===== src/rtl/sbs_pkg.sv =====
package sbs_pkg;

  typedef enum logic [2:0] {
    ACC_NONE,
    ACC_DESEL,
    ACC_START_RD,
    ACC_START_WR,
    ACC_CONT
  } acc_kind_t;

  // Low two bits of a burst beat: linear adds the count, interleaved XORs it.
  function automatic logic [1:0] burst_lsb(input logic [1:0] start,
                                           input logic [1:0] cnt,
                                           input logic       interleave);
    return interleave ? (start ^ cnt) : (start + cnt);
  endfunction

endpackage


===== src/rtl/sbs_access_decode.sv =====
module sbs_access_decode
  import sbs_pkg::*;
#(
  parameter int NB = 4
) (
  input  logic          clk,
  input  logic          rst_q,
  input  logic          en_a_n,
  input  logic          en_b,
  input  logic          en_c_n,
  input  logic          proc_strb_n,
  input  logic          ctrl_strb_n,
  input  logic          gw_n,
  input  logic          bwe_n,
  input  logic [NB-1:0] bw_n,
  input  logic          sel_q,
  output acc_kind_t     kind,
  output logic [NB-1:0] lane_req,
  output logic          wr_any
);

  logic enabled;
  assign enabled = ~en_a_n & en_b & ~en_c_n;

  for (genvar i = 0; i < NB; i++) begin : g_lane
    assign lane_req[i] = ~gw_n | (~bwe_n & ~bw_n[i]);
  end

  assign wr_any = |lane_req;

  // Processor strobe outranks controller strobe.
  always_comb begin
    kind = ACC_NONE;
    if (!proc_strb_n) begin
      kind = enabled ? ACC_START_RD : ACC_DESEL;
    end else if (!ctrl_strb_n) begin
      if (enabled) kind = wr_any ? ACC_START_WR : ACC_START_RD;
      else         kind = ACC_DESEL;
    end else if (sel_q) begin
      kind = ACC_CONT;
    end
  end

  // a processor strobe never yields a write start
  assert_proc_strobe_wins_R3 : assert property (@(posedge clk) disable iff (!rst_q)
    !proc_strb_n |-> kind != ACC_START_WR);

  // a strobe without full selection always deselects
  assert_strobe_desel_R10 : assert property (@(posedge clk) disable iff (!rst_q)
    ((!proc_strb_n || !ctrl_strb_n) && (en_a_n || !en_b || en_c_n)) |-> kind == ACC_DESEL);

  // global write asks for every lane
  assert_global_all_lanes_R4 : assert property (@(posedge clk) disable iff (!rst_q)
    !gw_n |-> &lane_req);

endmodule


===== src/rtl/sbs_burst_ctr.sv =====
module sbs_burst_ctr
  import sbs_pkg::*;
#(
  parameter int AW = 4
) (
  input  logic          clk,
  input  logic          rst_q,
  input  logic          load,
  input  logic          advance,
  input  logic          interleave,
  input  logic [AW-1:0] addr_in,
  output logic [AW-1:0] burst_addr
);

  localparam int HW = AW - 2;

  logic [AW-1:0] base_q, base_d;
  logic [1:0]    cnt_q, cnt_d;

  always_comb begin
    base_d = base_q;
    cnt_d  = cnt_q;
    if (load) begin
      base_d = addr_in;
      cnt_d  = 2'd0;
    end else if (advance) begin
      cnt_d = cnt_q + 2'd1;
    end
  end

  always_ff @(posedge clk or negedge rst_q) begin
    if (!rst_q) begin
      base_q <= '0;
      cnt_q  <= 2'd0;
    end else begin
      base_q <= base_d;
      cnt_q  <= cnt_d;
    end
  end

  assign burst_addr = {base_q[AW-1:2], burst_lsb(base_q[1:0], cnt_q, interleave)};

  // a load seeds the counter from the presented address
  assert_load_seeds_R9 : assert property (@(posedge clk) disable iff (!rst_q)
    load |=> (cnt_q == 2'd0) && (base_q == $past(addr_in)));

  // advancing steps the count by one, wrapping at four
  assert_advance_steps_R9 : assert property (@(posedge clk) disable iff (!rst_q)
    (advance && !load) |=> cnt_q == $past(cnt_q) + 2'd1);

  // without load or advance the beat holds
  assert_hold_R9 : assert property (@(posedge clk) disable iff (!rst_q)
    (!advance && !load) |=> $stable(cnt_q) && $stable(base_q));

  // in linear order each advance adds one to the low bits
  assert_linear_step_R7 : assert property (@(posedge clk) disable iff (!rst_q)
    (advance && !load && !interleave) |=>
      (interleave || burst_addr[1:0] == $past(burst_addr[1:0]) + 2'd1));

  // the upper address bits never move during a burst
  assert_upper_fixed_R9 : assert property (@(posedge clk) disable iff (!rst_q)
    !load |=> burst_addr[AW-1:2] == $past(burst_addr[AW-1:2]));

  logic [HW-1:0] unused_hw;
  assign unused_hw = base_q[AW-1:2];

endmodule


===== src/rtl/sbs_mem_array.sv =====
module sbs_mem_array #(
  parameter int AW = 4,
  parameter int NB = 4
) (
  input  logic            clk,
  input  logic [NB-1:0]   we,
  input  logic [AW-1:0]   waddr,
  input  logic [8*NB-1:0] wdata,
  input  logic [AW-1:0]   raddr,
  output logic [8*NB-1:0] rdata
);

  localparam int DEPTH = 1 << AW;

  for (genvar i = 0; i < NB; i++) begin : g_lane
    logic [7:0] lane_mem [DEPTH];

    always_ff @(posedge clk) begin
      if (we[i]) lane_mem[waddr] <= wdata[8*i +: 8];
    end

    assign rdata[8*i +: 8] = lane_mem[raddr];
  end

endmodule


===== src/rtl/sburst_sram.sv =====
module sburst_sram
  import sbs_pkg::*;
#(
  parameter int AW = 4,
  parameter int NB = 4
) (
  input  logic            clk,
  input  logic            rst_n,
  input  logic            en_a_n,
  input  logic            en_b,
  input  logic            en_c_n,
  input  logic            proc_strb_n,
  input  logic            ctrl_strb_n,
  input  logic            adv_n,
  input  logic            gw_n,
  input  logic            bwe_n,
  input  logic [NB-1:0]   bw_n,
  input  logic [AW-1:0]   addr,
  input  logic            burst_mode,
  input  logic            oe_n,
  input  logic [8*NB-1:0] din,
  output logic [8*NB-1:0] dout,
  output logic            dout_en
);

  logic [1:0]    rst_pipe;
  logic          rst_q;
  acc_kind_t     kind;
  logic [NB-1:0] lane_req;
  logic          wr_any;
  logic          sel_q, sel_d;
  logic          load, advance;
  logic [AW-1:0] burst_addr, waddr;
  logic [NB-1:0] mem_we;

  // Asynchronous assertion, synchronous release.
  always_ff @(posedge clk or negedge rst_n) begin
    if (!rst_n) rst_pipe <= 2'b00;
    else        rst_pipe <= {rst_pipe[0], 1'b1};
  end
  assign rst_q = rst_pipe[1];

  sbs_access_decode #(.NB(NB)) u_dec (
    .clk         (clk),
    .rst_q       (rst_q),
    .en_a_n      (en_a_n),
    .en_b        (en_b),
    .en_c_n      (en_c_n),
    .proc_strb_n (proc_strb_n),
    .ctrl_strb_n (ctrl_strb_n),
    .gw_n        (gw_n),
    .bwe_n       (bwe_n),
    .bw_n        (bw_n),
    .sel_q       (sel_q),
    .kind        (kind),
    .lane_req    (lane_req),
    .wr_any      (wr_any)
  );

  always_comb begin
    sel_d = sel_q;
    case (kind)
      ACC_START_RD, ACC_START_WR: sel_d = 1'b1;
      ACC_DESEL:                  sel_d = 1'b0;
      default:                    sel_d = sel_q;
    endcase
  end

  always_ff @(posedge clk or negedge rst_q) begin
    if (!rst_q) sel_q <= 1'b0;
    else        sel_q <= sel_d;
  end

  assign load    = (kind == ACC_START_RD) || (kind == ACC_START_WR);
  assign advance = (kind == ACC_CONT) && !adv_n;

  sbs_burst_ctr #(.AW(AW)) u_ctr (
    .clk        (clk),
    .rst_q      (rst_q),
    .load       (load),
    .advance    (advance),
    .interleave (burst_mode),
    .addr_in    (addr),
    .burst_addr (burst_addr)
  );

  always_comb begin
    mem_we = '0;
    waddr  = burst_addr;
    if (kind == ACC_START_WR) begin
      mem_we = lane_req;
      waddr  = addr;
    end else if (kind == ACC_CONT) begin
      mem_we = lane_req;
    end
  end

  sbs_mem_array #(.AW(AW), .NB(NB)) u_mem (
    .clk   (clk),
    .we    (mem_we),
    .waddr (waddr),
    .wdata (din),
    .raddr (burst_addr),
    .rdata (dout)
  );

  assign dout_en = sel_q & ~wr_any & ~oe_n;

  // any requested lane write keeps the bus undriven
  assert_no_drive_on_write_R6 : assert property (@(posedge clk) disable iff (!rst_q)
    (!gw_n || (!bwe_n && (bw_n != {NB{1'b1}}))) |-> !dout_en);

  // after a deselecting strobe the bus is not driven
  assert_desel_quiet_R10 : assert property (@(posedge clk) disable iff (!rst_q)
    (kind == ACC_DESEL) |=> !dout_en);

  // a processor strobe leaves the array untouched at that edge
  assert_proc_no_write_R3 : assert property (@(posedge clk) disable iff (!rst_q)
    !proc_strb_n |-> mem_we == '0);

  // a read start with output enabled drives the bus on the next cycle
  assert_read_drives_R5 : assert property (@(posedge clk) disable iff (!rst_q)
    (kind == ACC_START_RD) |=> (oe_n || wr_any || dout_en));

endmodule


===== config.mk =====
export PLATFORM = sky130hd
export DESIGN_NAME = sburst_sram
export DESIGN_NICKNAME = d
export VERILOG_FILES = /design/src/rtl/sbs_pkg.sv /design/src/rtl/sbs_access_decode.sv /design/src/rtl/sbs_burst_ctr.sv /design/src/rtl/sbs_mem_array.sv /design/src/rtl/sburst_sram.sv
export SDC_FILE = /design/constraint.sdc
export NUM_CORES = 1
export LEC_CHECK = 0
export CORE_MARGIN = 8
export CORE_UTILIZATION = 25
export CTS_CLUSTER_DIAMETER = 200
export CTS_CLUSTER_SIZE = 14
export DETAILED_ROUTE_END_ITERATION = 10
export MAX_ROUTING_LAYER = met4
export PLACE_DENSITY = 0.38
export SLEW_MARGIN = 40
export SYNTH_ARGS = -nofsm -noshare
export SYNTH_HDL_FRONTEND = slang
export SYNTH_SLANG_ARGS = --single-unit

===== constraint.sdc =====
create_clock -name clk -period 3.7 [get_ports clk]
set_clock_uncertainty 0.15 [all_clocks]
set_input_delay 0.37 -clock clk [delete_from_list [all_inputs] [get_ports clk]]
set_output_delay 0.37 -clock clk [all_outputs]
set_load 0.05 [all_outputs]

After elaboration in Yosys (flattened, before gate mapping)
Memory sizes are Yosys's and may differ from the RTL's. Cells that the tools add are included. Widths: inputs -> output; s select.

Output and inout port bits: 33. Memory bits (writable): 512. Memory bits (read-only): 0. Input port bits: 52. Register bits: 9. Latch bits: 0. Memories: 4. Logic and storage cells: 65.

Memory list: u_mem.g_lane[0].lane_mem (depth 16, width 8, read ports 1, clocked after Yosys merged registers in 0, write ports 1, RTL line sbs_mem_array.sv:16) `logic [7:0] lane_mem [DEPTH];`; u_mem.g_lane[1].lane_mem (depth 16, width 8, read ports 1, clocked after Yosys merged registers in 0, write ports 1, RTL line sbs_mem_array.sv:16); u_mem.g_lane[2].lane_mem (depth 16, width 8, read ports 1, clocked after Yosys merged registers in 0, write ports 1, RTL line sbs_mem_array.sv:16); u_mem.g_lane[3].lane_mem (depth 16, width 8, read ports 1, clocked after Yosys merged registers in 0, write ports 1, RTL line sbs_mem_array.sv:16).

$mul: 0. Magnitude comparators: 0. $add $sub $neg: 2. Divide/modulo/power cells: 0. Reductions and logical operators: 7. Shift-type cells: 0. Muxes and demuxes: 21. Bitwise operators: 23. Equality and inequality tests: 4.

Operators by type and width (count): $mux 3 (4); $mux 4 (3); $not 1->1 (10); $mux 1 (9); $and 1x1->1 (8); $mux 2 (4); $eq 3x2->1 const B (2); $or 1x1->1 (4); $reduce_bool 2->1 (2); $reduce_or 4->1 (1); $eq 3x1->1 const B (1); $eq 3x3->1 const B (1); $add 2x1->2 const B (1); $add 2x2->2 (1); $pmux 1 s2 (1); $reduce_or 2->1 (1); $xor 2x2->2 (1); $logic_and 1x1->1 (1); $logic_not 1->1 (1); $logic_or 1x1->1 (1).

Logic depth before layout (Yosys ltp)
Depth after elaboration: 13. Mapped depth: 9.

Modules after synthesis
A second synthesis with hierarchy kept.

Cell total of the unflattened synthesis: 925. Area total of the unflattened synthesis: 20188.1 um^2.

Modules (own cells, without submodules): sbs_mem_array (times used 1, sequential area each 15374.7 um^2, cells an instance 873, area each 19603.8 um^2); sbs_burst_ctr (times used 1, sequential area each 150.1 um^2, cells an instance 21, area each 281.5 um^2); sburst_sram (times used 1, sequential area each 75.1 um^2, cells an instance 19, area each 227.7 um^2); sbs_access_decode (times used 1, sequential area each 0.0 um^2, cells an instance 12, area each 75.1 um^2).

Worst setup path after synthesis
Ideal clock, no wire load.

Kind: register to output. From: register u_ctr.cnt_q[0]. To: output port dout[24]. Path slack: 0.702 ns. Required time: 3.180 ns. Cell stages (with the launch flop): 9. Data arrival time: 2.478 ns. Path buffers: 2. Path through: dfrtp_1 > ha_1 > nor2b_1 > clkbuf_1 > buf_1 > nor3_1 > or4_1 > a221oi_1 > a2111o_1.

Longest elaborated chain between the ends: 3.

RTL lines: start, declared (RTL line sbs_burst_ctr.sv:18) `logic [1:0] cnt_q, cnt_d;`; start signal, assigned (RTL line sbs_burst_ctr.sv:37) `cnt_q <= cnt_d;`; $add 2x2->2 / $xor 2x2->2 (equally long branches) (RTL line sbs_pkg.sv:15) `return interleave ? (start ^ cnt) : (start + cnt);`; $mux 2 * (RTL line sbs_pkg.sv:15); $mem_v2 16x8 *; end, declared (RTL line sburst_sram.sv:22) `output logic [8*NB-1:0] dout,`.

Mark *: on every way between the ends. The rest lies on a longest branch, timed or not.

Worst setup path after layout
From: register u_ctr.cnt_q[1]. To: output port dout[23].

The elaborated chain is that of the path after synthesis.

==> results.yml <==
status:
  status: "finished, violations left"
  failed_checks: "setup timing"
die:
  core_area_mm2: 0.100
  rows: 116
  pin_count: 85
  start_util: 0.252
  die-area_mm2: 0.112
  die-height_um: 334
  die_x_um: 334
setup_path:
  crit_path_end_kind: "output port"
  crit_type: "register to output port"
  required_ps: 3180
  startpoint_type: "register"
  path_common_cell: "buf_16"
  crit_path_cell_trace: "buf_12 > xnor2_4 > buf_4 > buf_16 > buf_16 > nor3_1 > a211o_1 > a221oi_1 > a2111o_1 > buf_6"
  critical_path_arrival_ps: 3180
  path_max_fanout: 20
  crit_slowest_cell: "dfrtp_2"
  slowest_delay_ps: 460
sta:
  worst_pin_slew_ps: 707
  slew_violations: 0
  max_clock_freq_mhz: 270
  hold_viol_final: 0
  slew_headroom: 0.527
  min_period_ps: 3700
  period_share: 1.00
  finalSetupViolCount: 1
  rsz0062_at_grt: "yes"
  totalNegativeSetupSlack_ps: -2.65
  setup_ws_ps: -2.65
final_layout:
  drive_gt1_frac: 0.303
  syn_to_final_growth_pct: 30.2
  nets: 2119
  instances_no_fill: 3431
  fin_area_mm2: 0.0330
grt:
  grt_pass1_wl_um: 134000
  overflow: 0
  grt_max_degree: 45
  grt.total_usage: 0.166
  antenna_found_initial: 4
  grt_pass1_vias: 18200
drt:
  antenna_left: 0
  wl_met2_um: 45100
  drt_pass1_iterations: 5
  wl_met1_um: 43500
  post-route-drc-count: 0
  num_vias: 18100
  top_layer_used: "met4"
  drtIter0Drc: 1486
  wl_per_cell_um: 27.6
  wirelength_um: 94700
  met3_length_um: 3970
  routed_via_density: 5.29
synth:
  ys_types: 41
  synthTopCellsByCount: "512 x edfxtp_1, 194 x mux2i_1, 163 x nor3_1"
  yosys.area.top_type: "edfxtp_1"
  yosysWarnings: 0
  yosysMostFrequentCell: "edfxtp_1"
  seq_area_frac_synth: 0.616
  synth_fp_nets: 1883
  synth_cells: 1830
  ys.flop_type: "edfxtp_1"
  ys_seq_elements: 521
  synth_top_area_share: 0.607
  syn_area_per_cell_um2: 13.8
  syn_area_mm2: 0.0253
  synth_enable_flop_cells: 512
  synth.area.top_cells: "edfxtp_1 61%, mux2i_1 7.7%, mux2_2 7.1%"
  async_reset_ff_frac: 0.0173
run:
  maxCapViolCount: 0
power_and_ir_drop:
  leakagePower_uw: 0.0108
  powerDensity_mw_per_mm2: 485
  vdd_ir_drop_max_v: 0.000301
  finalPower_uw: 16000
cts:
  clkLatencyLatePin_ps: 600
  path_clk_slew_ps: 80
  cts_made_buffers: 43
  cts_root_buffer: "clkbuf_16"
  cts_tree: "built"
  cts_num_sinks: 521
  cts_htree_levels: 2
  clk_path_buf_depth: 3
placed_design:
  place_ws_ps: 134
  finalWeightedCongestion: 0.766
  place_hpwl_um: 53400
  portBuffers: 84
  placedCellCount: 3269
  placed_area_mm2: 0.0289
worst_hold_path:
  hp-class: "register to register"
## worst paths after layout
check / startpoint / endpoint / slack, ps / depth (start not counted)
max: u_ctr.cnt_q[1]$_DFFE_PN0P_ / dout[23] / -3 / 10
min: rst_pipe[0]$_DFF_PN0_ / rst_pipe[1]$_DFF_PN0_ / 200 / 0
max reg2reg: u_ctr.cnt_q[0]$_DFFE_PN0P_ / u_mem.g_lane[1].lane_mem[7][3]$_DFFE_PP_ / 380 / 11
min reg2reg: rst_pipe[0]$_DFF_PN0_ / rst_pipe[1]$_DFF_PN0_ / 200 / 0
max in group asynchronous: rst_pipe[1]$_DFF_PN0_ / u_ctr.base_q[2]$_DFFE_PN0N_ / 2680 / 1
min in group asynchronous: rst_n / rst_pipe[0]$_DFF_PN0_ / 310 / 2
## where the power goes
group	internal [µW]	total [µW]	switching [µW]
registers	6510	6560	50.0
logic	2270	5190	2910
clock network	2090	4240	2150
## registers in the layout, indices dropped and copies added (netlist names)
signal                 cells
u_mem.g_lane.lane_mem    512
u_ctr.base_q               4
sel_q                      1
u_ctr.cnt_q                2
rst_pipe                   2
## worst max-delay path: cells and delay by family, from the launching register on
family                 cells  cell delay (ps)
XOR/XNOR                   1              190
AND/OR/NAND/NOR            1               70
buffers and inverters      5              910
flip-flops                 1              460
AO/OA/AOI/OAI              3              940
## cell families (layout without fill, tap and decap cells)
logic type | count (synthesis) | in the layout | share of synthesized area
xor gates and xnor gates | 6 | 6 | 0.00208
AOI/OAI and AO/OA | 439 | 439 | 0.141
other | 1 | 3 | 0.000148
buffers and inverters | 181 | 421 | 0.0287
muxes | 354 | 354 | 0.148
adders and majority gates | 1 | 1 | 0.000494
and+or+nand+nor | 327 | 329 | 0.0636
DFF | 521 | 521 | 0.616
## cells in the final DEF, fill, tap and decap left out, types with 36 or more instances in the layout
| cell type | n |
|---|---|
| nor3_1 | 156 |
| a221oi_2 | 47 |
| buf_6 | 38 |
| o221ai_1 | 101 |
| nor2_1 | 70 |
| buf_4 | 167 |
| buf_12 | 55 |
| clkdlybuf4s50_1 | 52 |
| clkbuf_16 | 49 |
| mux2_2 | 160 |
| edfxtp_1 | 512 |
| mux2i_1 | 194 |
| a211o_1 | 63 |
| nand2_1 | 36 |
| a221oi_1 | 47 |
## area by class of cell
class,count,area (µm²)
antenna,2,5.00
fill,9771,67300
inverter,2,7.51
clock buffer,49,1100
sequential,521,15600
clock inverter,2,25.0
tap,1357,1700
multi-input combinational,1130,9710
timing repair buffer,368,4810
## per-layer routing
metal	vias up	track usage
li1	8054	-
met5	-	-
met4	0	0.0426
met1	9479	0.222
met2	483	0.269
met3	117	0.0200
## metrics by stage
stage                     hold WS [ps]   util
after detailed placement         -14.7  0.289
after global placement           -18.8  0.289
final                              201  0.329
after global routing               237  0.329
after CTS                          205  0.322
after floorplan                  -75.6      -
## timing repair
item                                    in CTS  in global routing
pin swaps                                   46                 32
hold buffers                                 3                  0
cloned                                      31                  7
endpoints found under the setup margin      32                 32
hold endpoints to repair                     6                  0
gates resized for setup                    142                 63
buffers inserted                            50                 20
Note: power is estimated with default switching activity, not from simulation.
